[src/rtl/bhp_pkg.sv]
package bhp_pkg;

    // Two-bit direction counter; bit 1 set means the entry leans taken.
    typedef enum logic [1:0] {
        CTR_SN = 2'b00,
        CTR_WN = 2'b01,
        CTR_WT = 2'b10,
        CTR_ST = 2'b11
    } ctr_t;

    localparam ctr_t CTR_RESET = CTR_WN;

endpackage

[src/rtl/bhp_hist.sv]
module bhp_hist #(
    parameter int HIST_W = 4
) (
    input  logic              clk,
    input  logic              rst_n,
    input  logic              shift_en,
    input  logic              shift_bit,
    output logic [HIST_W-1:0] hist
);

    logic [HIST_W-1:0] hist_q;
    logic [HIST_W-1:0] hist_d;

    always_comb begin
        hist_d = hist_q;
        if (shift_en) begin
            hist_d = {hist_q[HIST_W-2:0], shift_bit};
        end
    end

    always_ff @(posedge clk or negedge rst_n) begin
        if (!rst_n) begin
            hist_q <= '0;
        end else begin
            hist_q <= hist_d;
        end
    end

    assign hist = hist_q;

endmodule

[src/rtl/bhp_ctr.sv]
module bhp_ctr
    import bhp_pkg::*;
(
    input  logic clk,
    input  logic rst_n,
    input  logic train_en,
    input  logic outcome,
    output ctr_t state,
    output logic lean_taken
);

    ctr_t state_q;
    ctr_t state_d;

    // State register
    always_ff @(posedge clk or negedge rst_n) begin
        if (!rst_n) begin
            state_q <= CTR_RESET;
        end else begin
            state_q <= state_d;
        end
    end

    // Transitions: step up, step down, saturate, hold
    always_comb begin
        state_d = state_q;
        if (train_en) begin
            unique case (state_q)
                CTR_SN: state_d = outcome ? CTR_WN : CTR_SN;
                CTR_WN: state_d = outcome ? CTR_WT : CTR_SN;
                CTR_WT: state_d = outcome ? CTR_ST : CTR_WN;
                CTR_ST: state_d = outcome ? CTR_ST : CTR_WT;
            endcase
        end
    end

    // Outputs
    always_comb begin
        state = state_q;
        unique case (state_q)
            CTR_SN, CTR_WN: lean_taken = 1'b0;
            CTR_WT, CTR_ST: lean_taken = 1'b1;
        endcase
    end

endmodule

[src/rtl/bhp_global.sv]
module bhp_global
    import bhp_pkg::*;
#(
    parameter int HIST_W = 4
) (
    input  logic              clk,
    input  logic              rst_n,
    input  logic              pred_req,
    output logic              pred_vld,
    output logic              pred_taken,
    input  logic              upd_vld,
    input  logic              upd_taken,
    output logic [HIST_W-1:0] hist_o
);

    localparam int ENTRIES = 1 << HIST_W;

    logic [HIST_W-1:0]    hist;
    logic [ENTRIES-1:0]   lean;
    logic [2*ENTRIES-1:0] ent_flat;
    logic                 pred_vld_q;
    logic                 pred_taken_q;

    bhp_hist #(.HIST_W(HIST_W)) u_hist (
        .clk      (clk),
        .rst_n    (rst_n),
        .shift_en (upd_vld),
        .shift_bit(upd_taken),
        .hist     (hist)
    );

    // One counter state machine per history value
    for (genvar i = 0; i < ENTRIES; i++) begin : g_ent
        ctr_t st;
        logic sel;
        assign sel = upd_vld && (hist == HIST_W'(i));
        bhp_ctr u_ctr (
            .clk       (clk),
            .rst_n     (rst_n),
            .train_en  (sel),
            .outcome   (upd_taken),
            .state     (st),
            .lean_taken(lean[i])
        );
        assign ent_flat[2*i +: 2] = st;
    end

    // Registered prediction, read from pre-update history and counters
    always_ff @(posedge clk or negedge rst_n) begin
        if (!rst_n) begin
            pred_vld_q   <= 1'b0;
            pred_taken_q <= 1'b0;
        end else begin
            pred_vld_q <= pred_req;
            if (pred_req) begin
                pred_taken_q <= lean[hist];
            end
        end
    end

    assign pred_vld   = pred_vld_q;
    assign pred_taken = pred_taken_q;
    assign hist_o     = hist;

endmodule

[config.mk]
export PLATFORM = sky130hd
export DESIGN_NAME = bhp_global
export DESIGN_NICKNAME = d
export VERILOG_FILES = /design/src/rtl/bhp_pkg.sv /design/src/rtl/bhp_hist.sv /design/src/rtl/bhp_ctr.sv /design/src/rtl/bhp_global.sv
export SDC_FILE = /design/constraint.sdc
export NUM_CORES = 1
export LEC_CHECK = 0
export BUFFER_PORTS_ARGS = -buffer_cell sky130_fd_sc_hd__buf_4
export CAP_MARGIN = 40
export CORE_MARGIN = 10
export CORE_UTILIZATION = 50
export CTS_BUF_LIST = sky130_fd_sc_hd__clkbuf_4
export CTS_CLUSTER_SIZE = 25
export DETAILED_ROUTE_END_ITERATION = 7
export PLACE_DENSITY = 0.66
export SYNTH_ARGS = -nofsm -noshare
export SYNTH_HDL_FRONTEND = slang
export SYNTH_SLANG_ARGS = --single-unit
[constraint.sdc]
create_clock -name clk -period 1.89 [get_ports clk]
set_clock_uncertainty 0.1 [all_clocks]
set_input_delay 0.378 -clock clk [delete_from_list [all_inputs] [get_ports clk]]
set_output_delay 0.378 -clock clk [all_outputs]
set_load 0.1 [all_outputs]
==> reports/metrics.cfg, run 1 <==
[drt]
wire_per_inst_um=20.20
top_layer_used=met4
routed-via-count=2000
drc=0
wl_met1_mm=2.572
drt-pass1-iter-count=5
wirelength_mm=5.677
final_antenna_net_count=0
met3_length_um=348
dr_wl_met2_mm=2.741
drt-initial-drc-count=180
drt-vias-per-instance=7.117

[finish]
fin_nets=233
final_layout_size_suffix_gt1_share_pct=28.38
final_util_pct=56.78
diodes=0
area_growth_pct=9.656

[clocking]
cts_tree=built
cts_htree_levels=2
clockRootBuffer=clkbuf_4
clock_latency_ns=0.34
cts.sinks=38
clk_pin_slew_ns=0.12
cts_buffer_depth=2
cts_buffers=5

[power_and_ir_drop]
powerDensity_nw_per_um2=1100
p_total_mw=2.720
p_leak_nw=0.8778
ir_drop_v=0.0006268

[min_path]
hp-class=input port to flip-flop

[outcome]
status=completed

[die]
dieHeight_um=87.15
io_pins=11
rows=24
start_util_pct=51.78
die_x_um=87.15
dieArea_um2=7595
core_area_um2=4354

[synthesis]
synth_top_area_cell=dfrtp_1
synth-edff-count=0
ys.flop_type=dfrtp_1
synthTopCellsByArea=dfrtp_1 24%, dfstp_2 19%, a31oi_1 6.4%
muxShareOfSynthArea_pct=5.549
synthesis.area_um2=2255
synth_simple_gate_area_share_pct=16.70
yosys_warnings=0
ys_seq_area_share_pct=43.06
synth_compound_area_share_pct=29.36
synth_seq_cells=38
syn_nets=225
avgSynthCellArea_um2=10.25
synth_top_family_by_area=compound AO/OA/AOI/OAI gates
netlist_instances=220
yosys.area_share.xor_xnor_pct=0
async_reset_ff_share_pct=100.0
synth_top_area_share_pct=24.42
synth.distinct_cells=43
synth_fa_ha_area_share_pct=0

[sta]
maxSlewHeadroom_pct=65.75
tightest_slew_ns=0.5132
hold_viol=0
setup_viol=0
timing.final.crit_share_pct=94.19
report.final.slew_viol_count=0
rsz0062_at_grt=false
fin_crit_ns=1.780
fmax_mhz=561.8

[grt]
grtUsageTotal_pct=14.95
grt_pass1_vias=1820
grt_max_degree=39
antenna_found_initial=0
gr-total-overflow=0
grt_pass1_wl_mm=9.094

[setup_path]
crit_type=flip-flop to primary output
crit_chain=buf_4
critPathRequiredTime_ns=1.41
ff2ff_setup_slack_ns=0.12
cp_slowest_cell=dfrtp_4
cp-end-kind=primary output
crit_family=flip-flops
path_max_fanout=19
critPathArrivalTime_ns=1.30
cp-start-kind=flip-flop
max_stage_delay_ns=0.60
crit_buf_inv=1

[placed_design]
routabilityCongestion=0.8602
hpwl_mm=3.656
numPortBuffers=10

[flow_run]
maxCapViolations=0

[area by class of cell]
class / instances / area, um2
Clock buffer: 5 / 37.54
Clock inverter: 3 / 63.81
Fill cell: 378 / 1882
Inverter: 3 / 11.26
Multi-Input combinational cell: 160 / 1164
Sequential cell: 38 / 978.4
Tap cell: 52 / 65.06
Timing Repair Buffer: 20 / 152.6
[worst register-to-register path: stages, from the launching register on]
cell and delay [ns]:
dfrtp_2 0.53, or3b_1 0.57, o31a_1 0.33, o211ai_1 0.16
[flip-flops by register name (all words and copies together), names as in the netlist]
| name | count |
|---|---|
| g_ent.u_ctr.state | 32 |
| u_hist.hist | 4 |
| pred_taken | 1 |
| pred_vld | 1 |
[power breakdown]
part / internal (mW) / switching, mW
combinational: 0.299 / 0.433
sequential: 1.05 / 0.248
clock: 0.408 / 0.284
total: 1.76 / 0.965
[cells in the mapped netlist, types with 5 or more instances]
cell type  instances
a31oi_1           23
buf_2              6
clkbuf_1           5
dfrtp_1           22
dfstp_2           16
nand2_1            7
nand3_1            8
nand4b_1           8
nor2_1            18
o21ai_0           19
o221a_2           10
o31ai_1           14
[routing by layer]
metal / vias to the layer above / GRT usage, %
met4: 0 / 5.217
li1: 903 / -
met1: 1015 / 19.54
met5: - / 0
met3: 2 / 3.839
met2: 80 / 23.32
[kinds of logic after synthesis]
| logic type | after synthesis |
|---|---|
| and+or+nand+nor | 62 |
| muxes | 8 |
| AOI/OAI and AO/OA | 90 |
| DFF | 38 |
| buffers and inverters | 22 |
[through the flow]
stage          worst slack [ns]  area, um2  TNS [ns]  hold WS, ns  std cells
3_5_place_dp             0.1345       2351         0       0.2796        271
5_1_grt                 0.04985       2472         0      0.01790        281
6_report                 0.1099       2472         0      0.04984        281
4_1_cts                 0.03126       2470         0      0.02765        281
3_3_place_gp             0.1892       2351         0       0.2639        271
2_1_floorplan          -0.03037       2260  -0.03037     -0.01759        220
[placed cells by master (no fill, tap or decap), drive strengths merged, types with 5 or more instances in the layout]
cell / Yosys / routed
clkbuf: 5 / 5
a31oi: 23 / 23
nand2: 8 / 8
buf: 14 / 19
nor2: 19 / 19
o31ai: 14 / 14
nand3: 9 / 9
dfstp: 16 / 16
dfrtp: 22 / 22
nand4b: 8 / 8
o21ai: 19 / 19
o221a: 11 / 11
[path summary, 6_finish.rpt]
path	from	depth (start not counted)	to
max	u_hist.hist[1]$_DFFE_PN0P_	1	hist_o[1]
min	pred_req	1	pred_vld$_DFF_PN0_
max reg2reg	u_hist.hist[2]$_DFFE_PN0P_	3	g_ent[2].u_ctr.state[0]$_DFFE_PN1P_
min reg2reg	pred_taken$_DFFE_PN0P_	2	pred_taken$_DFFE_PN0P_
max in group asynchronous	rst_n	2	g_ent[4].u_ctr.state[0]$_DFFE_PN1P_
min in group asynchronous	rst_n	2	g_ent[15].u_ctr.state[1]$_DFFE_PN0P_
[repair_timing]
action / in CTS / in global routing
hold buffers: 1 / 0
endpoints found under the setup margin: 1 / 1
buffers inserted: 1 / 0
endpoints found under the hold margin: 22 / 0
resized for setup: 0 / 1
Note: power is estimated with default switching activity, not from simulation.
==> run 2, diff against run 1 <==
Clock period 1.89 ns to 1.7 ns, I/O delays scaled along.
==> reports/metrics.cfg, run 2 (synthesis gave the netlist of run 1 again) <==
[grt]
grt_max_degree=39  ; unchanged
gr-total-overflow=0  ; unchanged
grt_pass1_vias=1983  ; +9.0%
use_met1_pct=19.64  ; +0.10 points
gr-usage-met3_pct=4.213  ; +0.37 points
busiest_layer=met2
antenna_found_initial=0  ; unchanged
grtUsageTotal_pct=15.84  ; +0.89 points
grt_util_met2_pct=24.18  ; +0.87 points
grt_pass1_wl_mm=9.653  ; +6.1%

[power_and_ir_drop]
ir_drop_v=0.0005056  ; -19%
p_leak_nw=0.9513  ; +8.4%
powerDensity_nw_per_um2=1101  ; about the same

[finish]
layout_common_cells=23 x a31oi_1, 22 x buf_4, 18 x o21ai_0, 18 x nor2_1, 18 x dfrtp_1
final_layout_size_suffix_gt1_share_pct=33.88  ; +5.5 points
nFillCells=369  ; -2.4%
stdcell_count=294  ; +4.6%
area_growth_pct=16.37
fin_nets=246  ; +5.6%
largest_reg_flops=32  ; unchanged
diodes=0  ; unchanged
layout_commonest_cell=a31oi_1

[die]
die_x_um=87.15  ; unchanged
dieArea_um2=7595  ; unchanged
io_pins=11  ; unchanged
dieHeight_um=87.15  ; unchanged
rows=24  ; unchanged
core_area_um2=4354  ; unchanged
start_util_pct=51.78  ; unchanged

[clocking]
cts_buffers=5  ; unchanged
cts_buffer_depth=2  ; unchanged
cts_tree=built
clockRootBuffer=clkbuf_4
clk_pin_slew_ns=0.12  ; about the same
cts.sinks=38  ; unchanged
clock_latency_ns=0.36  ; +0.02 ns
cts_htree_levels=2  ; unchanged

[setup_path]
critPathRequiredTime_ns=1.26  ; -0.15 ns
crit_type=flip-flop to primary output
critPathArrivalTime_ns=1.24  ; -0.06 ns
path_max_fanout=11  ; -8
cp-start-kind=flip-flop
cp-end-kind=primary output

[placed_design]
routabilityCongestion=0.8416  ; -2.2%
hpwl_mm=3.861  ; +5.6%
placedCellCount=278  ; +2.6%
numPortBuffers=10  ; unchanged

[outcome]
status=completed

[drt]
drt-vias-per-instance=6.816  ; -4.2%
wirelength_mm=5.883  ; +3.6%
drc=0  ; unchanged
drt-initial-drc-count=172  ; -4.4%
wire_per_inst_um=20.01  ; -0.95%
drt-pass1-iter-count=4  ; -1
routed-via-count=2004  ; +0.20%
final_antenna_net_count=0  ; unchanged

[sta]
fin_crit_ns=1.677
tightest_slew_ns=0.4965  ; -0.01672 ns
hold_viol=0  ; unchanged
fmax_mhz=596.3
timing.final.crit_share_pct=98.65
report.final.slew_viol_count=0  ; unchanged
whs_ns=0.2285  ; +0.1786 ns
maxSlewHeadroom_pct=66.90  ; +1.2 points
rsz0062_at_grt=true
setup_viol=0  ; unchanged

[flow_run]
maxCapViolations=0  ; unchanged

[min_path]
hp-class=input port to flip-flop

==> run 2: cell types whose count changed in the layout (fill, tap and decap cells not counted), sizes merged <==
cell,change
bufinv,-2
buf,+12
clkbuf,+1
clkinv,+1
dlygate4sd3,+1
==> run 2: stage by stage <==
step | cell area [um2] | util [%] | setup TNS [ns] | power, mW | setup WS [ns]
final | 2624 | 60.26 | 0 | 2.889 | 0.02298
after global routing | 2624 | 60.26 | -0.02151 | 3.038 | -0.01073
after CTS | 2551 | 58.59 | 0 | 2.848 | 0.008417
after detailed placement | 2439 | 56.01 | -0.05261 | 2.328 | -0.02567
after global placement | 2439 | 56.01 | 0 | 2.276 | 0.01854
after floorplan | 2282 | - | -0.2091 | 2.070 | -0.06329
==> run 2: layer usage <==
metal  vias up  share of wire, %
met5         -                 0
met4         0               2.0
met1      1002                44
met2        62                47
met3        11               6.4
li1        929                 -
==> run 2: power breakdown <==
part	internal [mW]	total [mW]	switching [mW]	leakage, nW
Sequential	1.17	1.42	0.243	0.376
Combinational	0.436	0.986	0.550	0.543
Clock	0.172	0.488	0.316	0.0331
Total	1.78	2.89	1.11	0.951
==> run 2: worst max-delay path, stage by stage (launching register included) <==
cell and delay, ns:
dfrtp_4 0.54, buf_6 0.16, buf_8 0.17
==> run 2: area by class of cell <==
type / count / area (um2) / area share [%]
well taps: 52 / 65.06 / 2.480
flip-flops and latches: 38 / 985.9 / 37.58
multi-input cells: 160 / 1184 / 45.11
repair buffers: 33 / 324.1 / 12.35
clock inverters: 2 / 8.758 / 0.3338
clock buffers: 6 / 45.04 / 1.717
inverters: 3 / 11.26 / 0.4292
==> run 2: worst paths after layout <==
path                            cells after the start                       start  slack, ns                             endpoint
min in group asynchronous                           2                       rst_n       0.37               pred_taken$_DFFE_PN0P_
worst min-delay path                                2                     upd_vld       0.23           u_hist.hist[1]$_DFFE_PN0P_
worst max-delay path                                2  u_hist.hist[3]$_DFFE_PN0P_       0.02                            hist_o[3]
worst max register to register                      3  u_hist.hist[3]$_DFFE_PN0P_       0.06  g_ent[2].u_ctr.state[0]$_DFFE_PN1P_
max in group asynchronous                           2                       rst_n       0.72           u_hist.hist[0]$_DFFE_PN0P_
worst min register to register                      2      pred_taken$_DFFE_PN0P_       0.47               pred_taken$_DFFE_PN0P_
==> run 2: timing repair <==
item                                    CTS  global route
cloned                                    0             0
pin swaps                                 0             2
hold buffers                              2             0
gates resized for setup                   9             5
buffers inserted                          1             5
endpoints found under the setup margin   13            18
hold endpoints to repair                 23             0
==> run 3, diff against run 2 <==
Settings changed: BUFFER_PORTS_ARGS -buffer_cell sky130_fd_sc_hd__buf_4 to -buffer_cell sky130_fd_sc_hd__buf_2.
==> reports/metrics.cfg, run 3 (synthesis gave the netlist of run 1 again) <==
[clocking]
cts_buffers=5  ; unchanged
cts_htree_levels=2  ; unchanged
cts_buffer_depth=2  ; unchanged
cts_tree=built
clockRootBuffer=clkbuf_4
clk_pin_slew_ns=0.12  ; about the same
clock_latency_ns=0.35  ; about the same
cts.sinks=38  ; unchanged

[grt]
grt_max_degree=22  ; -44%
gr-total-overflow=0  ; unchanged
grt_pass1_vias=2026  ; +2.2%
grtUsageTotal_pct=16.16  ; +0.31 points
grt_pass1_wl_mm=9.839  ; +1.9%
antenna_found_initial=0  ; unchanged

[drt]
wire_per_inst_um=19.58  ; -2.2%
drt-pass1-iter-count=4  ; unchanged
routed-via-count=2043  ; +1.9%
drc=0  ; unchanged
wirelength_mm=5.912  ; +0.49%
drt-vias-per-instance=6.765  ; -0.75%
drt-initial-drc-count=167  ; -2.9%
final_antenna_net_count=0  ; unchanged

[die]
start_util_pct=51.78  ; unchanged
dieHeight_um=87.15  ; unchanged
core_area_um2=4354  ; unchanged
die_x_um=87.15  ; unchanged
dieArea_um2=7595  ; unchanged
io_pins=11  ; unchanged
rows=24  ; unchanged

[sta]
timing.final.crit_share_pct=101.3  ; +2.6 points
fmax_mhz=580.9  ; -2.6%
rsz0062_at_grt=true
fin_crit_ns=1.721  ; +0.04446 ns
setup_slack_ns=-0.02149  ; -0.04446 ns
tightest_slew_ns=0.4901  ; -0.006353 ns
report.final.slew_viol_count=0  ; unchanged
setup_viol=1  ; +1
maxSlewHeadroom_pct=67.55  ; +0.65 points
fin_setup_tns_ns=-0.02149  ; -0.02149 ns
hold_viol=0  ; unchanged

[finish]
layout_commonest_cell=buf_4
largest_reg_flops=32  ; unchanged
final_util_pct=61.55  ; +1.3 points
final_layout_size_suffix_gt1_share_pct=37.20  ; +3.3 points
layout_common_cells=25 x buf_4, 23 x a31oi_1, 18 x o21ai_0, 18 x nor2_1, 18 x dfrtp_1
fin_nets=254  ; +3.3%
area_growth_pct=18.87
diodes=0  ; unchanged

[placed_design]
numPortBuffers=10  ; unchanged
routabilityCongestion=0.7917  ; -5.9%
hpwl_mm=3.970  ; +2.8%

[setup_path]
cp-end-kind=primary output
cp-start-kind=flip-flop
rr_worst_depth=4  ; +1
critPathRequiredTime_ns=1.26  ; about the same
crit_type=flip-flop to primary output
critPathArrivalTime_ns=1.28  ; +0.04 ns
path_max_fanout=6  ; -5

[flow_run]
maxCapViolations=0  ; unchanged

[power_and_ir_drop]
powerDensity_nw_per_um2=1098  ; -0.24%
ir_drop_v=0.0005107  ; +1.0%
p_leak_nw=0.9914  ; +4.2%

[outcome]
violations=setup timing
status=finished with violations

[min_path]
holdPathStages=1  ; -1
hp-class=input port to flip-flop

## run 3: area by class of cell
cell class                 instances  area (um2)
inverter                           3       11.26
clock buffer                       7       52.55
sequential                        38       985.9
multi-input combinational        160        1195
timing repair buffer              41       366.6
tap                               52       65.06
clock inverter                     1       3.754
fill                             352        1674
## run 3: worst paths after layout
path | from | end | slack [ns]
worst max-delay path | u_hist.hist[2]$_DFFE_PN0P_ | hist_o[2] | -0.02
min in group asynchronous | rst_n | g_ent[15].u_ctr.state[1]$_DFFE_PN0P_ | 0.35
max in group asynchronous | rst_n | g_ent[7].u_ctr.state[0]$_DFFE_PN1P_ | 0.59
worst min register to register | g_ent[1].u_ctr.state[0]$_DFFE_PN1P_ | g_ent[1].u_ctr.state[0]$_DFFE_PN1P_ | 0.47
worst max register to register | u_hist.hist[3]$_DFFE_PN0P_ | g_ent[15].u_ctr.state[0]$_DFFE_PN1P_ | 0.03
worst min-delay path | pred_req | pred_vld$_DFF_PN0_ | 0.05
## run 3: where the power goes
part | internal (mW) | leakage [nW] | switching (mW) | total (mW)
Combinational | 0.468 | 0.582 | 0.573 | 1.04
Clock | 0.191 | 0.0338 | 0.301 | 0.493
Sequential | 1.17 | 0.376 | 0.238 | 1.41
Total | 1.83 | 0.991 | 1.11 | 2.94
## run 3: routing by layer
layer  routed length [um]  global-route usage (%)  up-vias  share of wire (%)
met5                    0                       0        -                  0
met4                  144                   9.565        0                2.4
met3                  298                   3.933       13                5.0
met2                 3001                   25.38       54                 51
met1                 2467                   19.55     1031                 42
li1                     -                       -      945                  -
## run 3: worst max-delay path: stages, from the launching register on
cell and delay, ns:
dfrtp_4 0.51, buf_6 0.14, buf_6 0.12, buf_12 0.16
## run 3: through the flow
| stage | total power, mW | std cells | area, um2 | hold WS (ns) | setup WS (ns) |
|---|---|---|---|---|---|
| 2_1_floorplan | 2.070 | 220 | 2282 | -0.05559 | -0.06329 |
| 3_3_place_gp | 2.317 | 282 | 2491 | 0.1953 | 0.03844 |
| 3_5_place_dp | 2.373 | 282 | 2491 | 0.2103 | -0.02549 |
| 4_1_cts | 2.903 | 298 | 2633 | 0.02954 | -0.02919 |
| 5_1_grt | 3.098 | 302 | 2680 | 0.03317 | -0.06947 |
| 6_report | 2.944 | 302 | 2680 | 0.04897 | -0.02149 |
## run 3: repair_timing
action,CTS,global route
setup buffers,7,3
pin swaps,0,1
gates cloned,0,1
endpoints found under the setup margin,7,16
hold endpoints to repair,9,0
gates resized for setup,5,5
hold buffers,1,0
